===== src/rtl/gsg_pkg.sv =====
// Shared types for the Galois sequence / CRC generator.
package gsg_pkg;

    // Operating mode: free-running sequence or serial checksum.
    typedef enum logic {
        GSG_PRS = 1'b0,
        GSG_CRC = 1'b1
    } gsg_mode_e;

endpackage


===== src/rtl/gsg_tap_locator.sv =====
// Finds the top stage of a tap-encoded polynomial.
// top_sel: one-hot marker of the highest set polynomial bit (all zero for a zero polynomial).
// keep:    ones at and below that bit; stages above it are cleared on every step.
// Assumes nothing about the polynomial value.
module gsg_tap_locator #(
    parameter int W = 16
) (
    input  logic [W-1:0] poly,
    output logic [W-1:0] keep,
    output logic [W-1:0] top_sel
);

    logic seen;

    // Scan from the MSB down: the first set bit found is the top stage.
    always_comb begin
        seen = 1'b0;
        for (int i = W - 1; i >= 0; i--) begin
            top_sel[i] = poly[i] & ~seen;
            seen       = seen | poly[i];
            keep[i]    = seen;
        end
    end

endmodule


===== src/rtl/gsg_slice.sv =====
// One slice of the modular shift register: a state byte and its polynomial byte.
// Bit 0 of the slice takes the top bit of the slice below it and that slice's top
// polynomial bit. The lowest slice is fed 0 and 1, so its bit 0 becomes the feedback.
// Assumes SW >= 2 and that fb and keep are computed over the whole register.
module gsg_slice #(
    parameter int SW = 8
) (
    input  logic          clk,
    input  logic          rst_n,
    input  logic          en,
    input  logic          poly_we,
    input  logic [SW-1:0] poly_wdata,
    input  logic          seed_we,
    input  logic [SW-1:0] seed_data,
    input  logic          fb,
    input  logic [SW-1:0] keep,
    input  logic          shift_in,
    input  logic          poly_below,
    output logic [SW-1:0] state_q,
    output logic [SW-1:0] poly_q
);

    logic [SW-1:0] shifted;
    logic [SW-1:0] tap_en;
    logic [SW-1:0] step;

    // Each stage takes the stage below it, XOR-ed with the feedback where tapped.
    always_comb begin
        shifted = {state_q[SW-2:0], shift_in};
        tap_en  = {poly_q[SW-2:0], poly_below};
        step    = keep & (shifted ^ ({SW{fb}} & tap_en));
    end

    // State register: a seed load wins over a step.
    always_ff @(posedge clk) begin
        if (!rst_n)       state_q <= '0;
        else if (seed_we) state_q <= seed_data;
        else if (en)      state_q <= step;
    end

    // Polynomial register: writable only while the generator is stopped.
    always_ff @(posedge clk) begin
        if (!rst_n)                poly_q <= '0;
        else if (poly_we && !en)   poly_q <= poly_wdata;
    end

    // the polynomial cannot change across a cycle in which the block was enabled.
    assert_poly_locked_R8: assert property (@(posedge clk) disable iff (!rst_n)
        en |=> $stable(poly_q));

    // with no step and no seed load the slice holds its state.
    assert_hold_when_idle_R7: assert property (@(posedge clk) disable iff (!rst_n)
        (!en && !seed_we) |=> $stable(state_q));

endmodule


===== src/rtl/gsg_compare.sv =====
// Compare register and interrupt edge detector.
// cmp_ge is a level computed from registered values; irq is high in the first cycle
// that level is set after a cycle in which it was clear.
// Assumes state is the registered generator state.
module gsg_compare #(
    parameter int W = 16
) (
    input  logic         clk,
    input  logic         rst_n,
    input  logic         cmp_we,
    input  logic [W-1:0] cmp_wdata,
    input  logic [W-1:0] state,
    output logic         cmp_ge,
    output logic         irq
);

    logic [W-1:0] cmp_q;
    logic         ge_d;

    // Compare register: all ones after reset so the level starts clear.
    always_ff @(posedge clk) begin
        if (!rst_n)      cmp_q <= '1;
        else if (cmp_we) cmp_q <= cmp_wdata;
    end

    // Unsigned threshold level.
    always_comb cmp_ge = (state >= cmp_q);

    // Previous-cycle copy of the level for edge detection.
    always_ff @(posedge clk) begin
        if (!rst_n) ge_d <= 1'b0;
        else        ge_d <= cmp_ge;
    end

    // Interrupt on the rising edge of the level.
    always_comb irq = cmp_ge & ~ge_d;

    // a compare write lands on the next edge.
    assert_cmp_write_R9: assert property (@(posedge clk) disable iff (!rst_n)
        cmp_we |=> (cmp_q == $past(cmp_wdata)));

    // the interrupt is never longer than one cycle.
    assert_irq_single_R10: assert property (@(posedge clk) disable iff (!rst_n)
        irq |=> !irq);

    // the interrupt only accompanies a set level.
    assert_irq_with_level_R10: assert property (@(posedge clk) disable iff (!rst_n)
        irq |-> cmp_ge);

endmodule


===== src/rtl/galois_seq_gen.sv =====
// Programmable modular LFSR / CRC generator built from SLICE_W-bit slices.
// Tap n of the polynomial is bit n-1; the highest set bit is the feedback stage.
// In CRC mode the feedback is XOR-ed with din. A zero seed in sequence mode loads as 1.
// Assumes SLICE_W >= 2 and N_SLICES >= 1.
module galois_seq_gen
    import gsg_pkg::*;
#(
    parameter int SLICE_W  = 8,
    parameter int N_SLICES = 2
) (
    input  logic                          clk,
    input  logic                          rst_n,
    input  logic                          enable,
    input  logic                          mode_crc,
    input  logic                          din,
    input  logic                          poly_we,
    input  logic [SLICE_W*N_SLICES-1:0]   poly_wdata,
    input  logic                          seed_we,
    input  logic [SLICE_W*N_SLICES-1:0]   seed_wdata,
    input  logic                          cmp_we,
    input  logic [SLICE_W*N_SLICES-1:0]   cmp_wdata,
    output logic [SLICE_W*N_SLICES-1:0]   state,
    output logic                          cmp_ge,
    output logic                          irq
);

    localparam int W = SLICE_W * N_SLICES;

    gsg_mode_e    mode;
    logic [W-1:0] state_q;
    logic [W-1:0] poly_q;
    logic [W-1:0] keep;
    logic [W-1:0] top_sel;
    logic [W-1:0] seed_eff;
    logic         fb;

    // Decode the mode pin into the shared enum.
    always_comb mode = gsg_mode_e'(mode_crc);

    // Replace a zero seed with 1 in sequence mode so the lock-up state is never entered.
    always_comb seed_eff = ((mode == GSG_PRS) && (seed_wdata == '0)) ? W'(1) : seed_wdata;

    // Feedback: the top-stage bit, folded with serial data in CRC mode.
    always_comb fb = (|(state_q & top_sel)) ^ ((mode == GSG_CRC) & din);

    gsg_tap_locator #(.W(W)) u_locator (
        .poly    (poly_q),
        .keep    (keep),
        .top_sel (top_sel)
    );

    for (genvar s = 0; s < N_SLICES; s++) begin : g_slice
        logic sh_in;
        logic p_in;
        if (s == 0) begin : g_low
            assign sh_in = 1'b0;
            assign p_in  = 1'b1;
        end else begin : g_up
            assign sh_in = state_q[s*SLICE_W-1];
            assign p_in  = poly_q[s*SLICE_W-1];
        end

        gsg_slice #(.SW(SLICE_W)) u_slice (
            .clk        (clk),
            .rst_n      (rst_n),
            .en         (enable),
            .poly_we    (poly_we),
            .poly_wdata (poly_wdata[s*SLICE_W +: SLICE_W]),
            .seed_we    (seed_we),
            .seed_data  (seed_eff[s*SLICE_W +: SLICE_W]),
            .fb         (fb),
            .keep       (keep[s*SLICE_W +: SLICE_W]),
            .shift_in   (sh_in),
            .poly_below (p_in),
            .state_q    (state_q[s*SLICE_W +: SLICE_W]),
            .poly_q     (poly_q[s*SLICE_W +: SLICE_W])
        );
    end

    gsg_compare #(.W(W)) u_compare (
        .clk       (clk),
        .rst_n     (rst_n),
        .cmp_we    (cmp_we),
        .cmp_wdata (cmp_wdata),
        .state     (state_q),
        .cmp_ge    (cmp_ge),
        .irq       (irq)
    );

    // Drive the state port from the slice registers.
    always_comb state = state_q;

    // a zero seed in sequence mode arrives as 1.
    assert_zero_seed_R3: assert property (@(posedge clk) disable iff (!rst_n)
        (seed_we && !mode_crc && (seed_wdata == '0)) |=> (state == W'(1)));

    // any other seed arrives unchanged, whatever enable was.
    assert_seed_load_R2: assert property (@(posedge clk) disable iff (!rst_n)
        (seed_we && (mode_crc || (seed_wdata != '0))) |=> (state == $past(seed_wdata)));

endmodule


===== config.mk =====
export PLATFORM = sky130hd
export DESIGN_NAME = galois_seq_gen
export DESIGN_NICKNAME = d
export VERILOG_FILES = /design/src/rtl/gsg_pkg.sv /design/src/rtl/gsg_tap_locator.sv /design/src/rtl/gsg_slice.sv /design/src/rtl/gsg_compare.sv /design/src/rtl/galois_seq_gen.sv
export SDC_FILE = /design/constraint.sdc
export NUM_CORES = 1
export LEC_CHECK = 0
export BUFFER_PORTS_ARGS = -buffer_cell sky130_fd_sc_hd__buf_2
export CAP_MARGIN = 20
export CELL_PAD_IN_SITES_DETAIL_PLACEMENT = 0
export CELL_PAD_IN_SITES_GLOBAL_PLACEMENT = 2
export CORE_AREA = 2 2 120 93
export DETAILED_ROUTE_END_ITERATION = 16
export DIE_AREA = 0 0 122 95
export GPL_ROUTABILITY_DRIVEN = 0
export HOLD_SLACK_MARGIN = 0.05
export PLACE_DENSITY_LB_ADDON = 0.1
export SYNTH_ARGS = -nofsm -noshare
export SYNTH_HDL_FRONTEND = slang
export SYNTH_SLANG_ARGS = --single-unit

===== constraint.sdc =====
create_clock -name clk -period 2.73 [get_ports clk]
set_clock_uncertainty 0.1 [all_clocks]
set_input_delay 0.4095 -clock clk [delete_from_list [all_inputs] [get_ports clk]]
set_output_delay 0.4095 -clock clk [all_outputs]
set_load 0.005 [all_outputs]

* After elaboration in Yosys (flattened, before gate mapping)
Cells that the tools add are included.
Storage, ports and cells: output and inout port bits 18, word-level logic and storage cells 75, bits in registers 49
Operators by class: mux-type cells 5, bitwise operators 57, magnitude comparators 1, reductions and logical operators 6
Operators with widths (number):
- 8-bit AND | 4
- 8-bit 2-to-1 mux | 4
- 1-bit AND | 17
- 1-bit NOT | 17
- 16-bit AND | 1
- 16-bit >= comparator | 1
- 16-bit logical NOT | 1
- 16-bit 2-to-1 mux | 1
- 16-bit OR reduction | 1
- 8-bit bitwise XOR | 2
- 1-bit OR | 15
- 1-bit logical AND | 2
- 2-bit nonzero test | 1
- 1-bit logical NOT | 1
- 1-bit bitwise XOR | 1

* Logic depth before layout (Yosys ltp)
word-level depth 24, depth in mapped cells 10

* Modules after synthesis
A second synthesis with hierarchy kept.
Unflattened totals: cells, all modules 375, area total of the unflattened synthesis 3199.3 sq um
Modules (own cells, without submodules):
- gsg_slice | instances 2, cells an instance 89, area an instance 844.6 sq um
- gsg_compare | instances 1, cells an instance 115, area an instance 982.2 sq um
- gsg_tap_locator | instances 1, cells an instance 49, area an instance 315.3 sq um
- galois_seq_gen | instances 1, cells an instance 33, area an instance 212.7 sq um

* Worst setup path before layout
OpenSTA, ideal clock, no wires.
path type register to register, start reg g_slice[1].u_slice.poly_q[6], end reg g_slice[1].u_slice.state_q[6], data required time 2492 ps, setup slack 460 ps, setup time 138 ps, stages on the path, launching flop included 11, buffers on the path 3, clock period less this slack 2270 ps, data arrival time 2032 ps, cells stage by stage dfxtp_1 -> buf_6 -> a211oi_1 -> o21ai_1 -> a32o_1 -> or4_1 -> buf_6 -> buf_12 -> nand3_2 -> xor2_1 -> o22ai_2
On the way: word-level cells in the longest chain between the ends 24, elaborated cells between the ends (all ways) 51, classes of those cells 2 x mux; 48 x bitwise; 1 x reduce/logical
RTL lines:
- start: declaration | line gsg_slice.sv:20 | output logic [SW-1:0] poly_q
- start signal: assignment | line gsg_slice.sv:44 | else if (poly_we && !en) poly_q <= poly_wdata;
- 1-bit OR (14 in series) | line gsg_tap_locator.sv:20 | seen = seen | poly[i];
- 1-bit NOT | line gsg_tap_locator.sv:19 | top_sel[i] = poly[i] & ~seen;
- 1-bit AND | line gsg_tap_locator.sv:19
- 16-bit AND | line galois_seq_gen.sv:44 | always_comb fb = (|(state_q & top_sel)) ^ ((mode == GSG_CRC) & din);
- 16-bit OR reduction | line galois_seq_gen.sv:44
- 1-bit bitwise XOR | line galois_seq_gen.sv:44
- 8-bit AND | line gsg_slice.sv:31 | step = keep & (shifted ^ ({SW{fb}} & tap_en));
- 8-bit bitwise XOR | line gsg_slice.sv:31
- 8-bit AND * | line gsg_slice.sv:31
- 8-bit 2-to-1 mux * | line gsg_slice.sv:38 | else if (en) state_q <= step;
- 8-bit 2-to-1 mux * | line gsg_slice.sv:37 | else if (seed_we) state_q <= seed_data;
- end signal: assignment | line gsg_slice.sv:37
- end signal: assignment | line gsg_slice.sv:38
- end: declaration | line gsg_slice.sv:19 | output logic [SW-1:0] state_q,
Mark *: on every way between the ends. The rest lies on a longest branch, timed or not. The select of a mux whose other input is x is not followed. A chain may end at the register's enable or synchronous reset.

* Worst setup path after layout
start reg g_slice[0].u_slice.state_q[0], end out cmp_ge
On the way: word-level cells in the longest chain between the ends 1
RTL lines:
- start: declaration | line gsg_slice.sv:19
- start signal: assignment | line gsg_slice.sv:37
- start signal: assignment | line gsg_slice.sv:38
- 16-bit >= comparator | line gsg_compare.sv:27 | always_comb cmp_ge = (state >= cmp_q);
- end: declaration | line galois_seq_gen.sv:23 | output logic cmp_ge,
Every way passes these cells.

==> impl_metrics.ini <==
[synth]
ys_warn_count = 0
synthCells = 378
synth_top_family_by_area = simple AND/OR/NAND/NOR gates
synthArstFlopShare_pct = 0
muxShareOfSynthArea_pct = 0.633
synth-seq-area-share_pct = 31.0
syn_nets = 450
syn-cell-area_sq_um = 3160
synth_ff_type = dfxtp_1
synthSimpleGateAreaFrac_pct = 25.3
synth_compound_area_share_pct = 24.3
syn_avg_cell_area_sq_um = 8.36
synth.distinct_cells = 54
synth_fa_ha_area_share_pct = 6.33
synth.ff_latch_count = 49
synth_edf_count = 0
synth-xor-area-share_pct = 5.27

[timing]
relSlewSlack_pct = 35.8
fin_crit_sh_pct = 95.3
finalHoldViolCount = 0
finalSetupViolCount = 0
clock.fmax_ghz = 0.385
tightest_slew_ns = 0.960
post-route-min-period_ns = 2.60
drv_slew = 0
fin_ws_ns = 0.129

[global_routing]
overflow = 0
grt_max_degree = 34
grt_pass1_wl_mm = 14.7
grt_pass1_vias = 2858
antenna_found_initial = 0
grt.total_usage_pct = 16.5

[placed_design]
hpwl_mm = 6.97
portBuffers = 73
dp_slack_ns = 0.200
place_area_sq_um = 3670

[cells_and_area]
register_area_sq_um = 983
num_antenna_cells = 0
finalInstanceArea_sq_um = 3870
drive_above_1_share_pct = 30.6
multi_input_area_sq_um = 1960
areaGrowthSynthToFinish_pct = 22.4
fin_util_pct = 36.7
fin_nets = 518
fill_cells = 1156

[floorplanning]
fp-row-count = 33
dieArea_sq_um = 11600
start_util_pct = 30.0
pin_count = 74
dieWidth_um = 122
fp.coreArea_sq_um = 10500
die-height_um = 95

[worst_setup_path]
critPathLaunchType = flip-flop
path_class = reg -> out
crit_cells = 10
worst_path_dominant_cell_family = compound AO/OA/AOI/OAI gates
crit_arrival_ns = 2.09
path_buf_inv = 3
critical_path.max_fanout = 6
required_ns = 2.22
critPathMaxStageDelay_ns = 0.35
end_kind = output pin
critical_path.slowest_cell = dfxtp_2
path_cells = inv_2 -> ha_1 -> nand2b_1 -> a21o_1 -> a21o_1 -> a21oi_2 -> o21ai_2 -> a21oi_2 -> inv_1 -> buf_2
rr_worst_depth = 8

[worst_hold_path]
worstHoldPathType = in -> reg
hold_depth = 3

[flow_run]
cap_violations = 0

[power_and_ir_drop]
cellPowerDensity_nw_per_um2 = 509
ir_drop_uv = 183
p_leak_nw = 1.66

[clocking]
cts_root_buf = clkbuf_16
cts_tree = done
path_clk_slew_ns = 0.07
cts_buffers = 5
insertion_delay_ns = 0.29
cts_buffer_depth = 2
cts_num_sinks = 49
htreeDepth = 2

[route]
routed-wl-met3_um = 322
dr_total_vias = 2880
first_pass_iters = 4
drtIter0Drc = 105
drt-vias-per-instance = 4.91
drcViolationCount = 0
wl_met1_mm = 4.80
top_layer = met4
wl_met2_mm = 3.93
routed_wl_mm = 9.12
antenna_left = 0
post_drt_wl_per_cell_um = 15.5

[run_status]
status = finished clean
registers in the layout, indices dropped and copies added, names as in the netlist:
signal                   cells
g_slice.u_slice.poly_q      16
g_slice.u_slice.state_q     16
u_compare.ge_d               1
u_compare.cmp_q             16
area by class of cell:
type / instances / area share (%)
Multi-Input combinational cell: 281 / 50.8
Sequential cell: 49 / 25.4
Timing Repair Buffer: 88 / 12.7
Tap cell: 140 / 4.53
Clock buffer: 6 / 3.59
Inverter: 21 / 2.04
Clock inverter: 2 / 0.971
synth_stat cells, types with 2 or more instances:
cell type  instances  area [sq um]
clkbuf_1          20          75.1
nor2_1            11          41.3
xor2_1             6          52.6
o22ai_1            2          12.5
nand2b_1           5          31.3
nor3b_1           17           128
a21oi_1           36           180
buf_4              2          15.0
or3_1              3          18.8
nand3_1            9          45.0
o2111ai_1          3          26.3
o22ai_2            8           100
nor2b_1            3          18.8
dfxtp_1           49           981
o211ai_1          18           135
a211oi_1           2          15.0
nor3_1             5          25.0
nand2_1           65           244
nor4_1             6          37.5
a21o_1             6          45.0
nand3_2           10           100
xor2_2             7           114
buf_6              3          33.8
o32ai_2            3          48.8
and2_1             2          12.5
o221ai_1           2          17.5
a211o_1            2          17.5
o21ai_0            8          40.0
mux2i_1            2          20.0
ha_1              16           200
or4_1              4          30.0
inv_1             20          75.1
and3_1             2          12.5
layer usage:
layer | vias to the layer above | track usage, %
li1 | 1481 | -
met1 | 1346 | 23.6
met2 | 47 | 25.7
met3 | 6 | 3.20
met4 | 0 | 3.45
met5 | - | 0
placed cells by master (no fill, tap or decap), drive strengths merged, types with 4 or more instances in the layout:
cell and count:
nor3b 17, nor2 12, o32ai 4, nand2b 5
nor3 5, nor4 7, dfxtp 49, clkbuf 6
o211ai 18, ha 16, xor2 13, a21oi 37
nand3 19, nand2 65, buf 88, inv 20
or4 4, o21ai 10, o22ai 10, a21o 6
tightest hold or removal path, cell delays in order:
cell and delay, ns:
buf_2 0.07, nand2_1 0.04, o211ai_1 0.06
power by group:
part / switching (mW) / total (mW) / leakage (nW) / internal [mW]
logic: 0.239 / 0.423 / 1.18 / 0.184
registers: 0.0464 / 0.804 / 0.405 / 0.758
clock network: 0.284 / 0.741 / 0.0831 / 0.458
metrics by stage:
stage / power (mW) / TNS (ns) / std cells / hold WS, ns
floorplan: 1.10 / 0 / 378 / 0.346
finish: 1.97 / 0 / 587 / 0.225
global placement: 1.24 / 0 / 578 / 0.376
detailed placement: 1.24 / 0 / 578 / 0.378
CTS: 2.00 / 0 / 587 / 0.220
global route: 2.08 / -0.00575 / 587 / 0.234
path summary, 6_finish.rpt:
path | from | to | slack (ns)
worst min register to register | u_compare.cmp_q[7] | u_compare.cmp_q[7] | 0.39
worst max register to register | g_slice[1].u_slice.poly_q[7] | g_slice[1].u_slice.state_q[4] | 0.24
worst min-delay path | cmp_wdata[2] | u_compare.cmp_q[2] | 0.22
worst max-delay path | g_slice[0].u_slice.state_q[0] | cmp_ge | 0.13
repair_timing:
item | 4_1_cts | 5_1_grt
setup buffers | 1 | 0
pin swaps | 1 | 2
setup endpoints to repair | 2 | 2
gates resized for setup | 3 | 5
hold buffers | 0 | 0
cell families (layout without fill, tap and decap cells):
group | Yosys count | count (layout)
muxes | 2 | 2
adders and majority gates | 16 | 16
AOI/OAI and AO/OA | 103 | 103
and+or+nand+nor | 147 | 147
DFF | 49 | 49
xor gates and xnor gates | 13 | 13
buffers and inverters | 48 | 117
(Power assumes the default switching activity.)
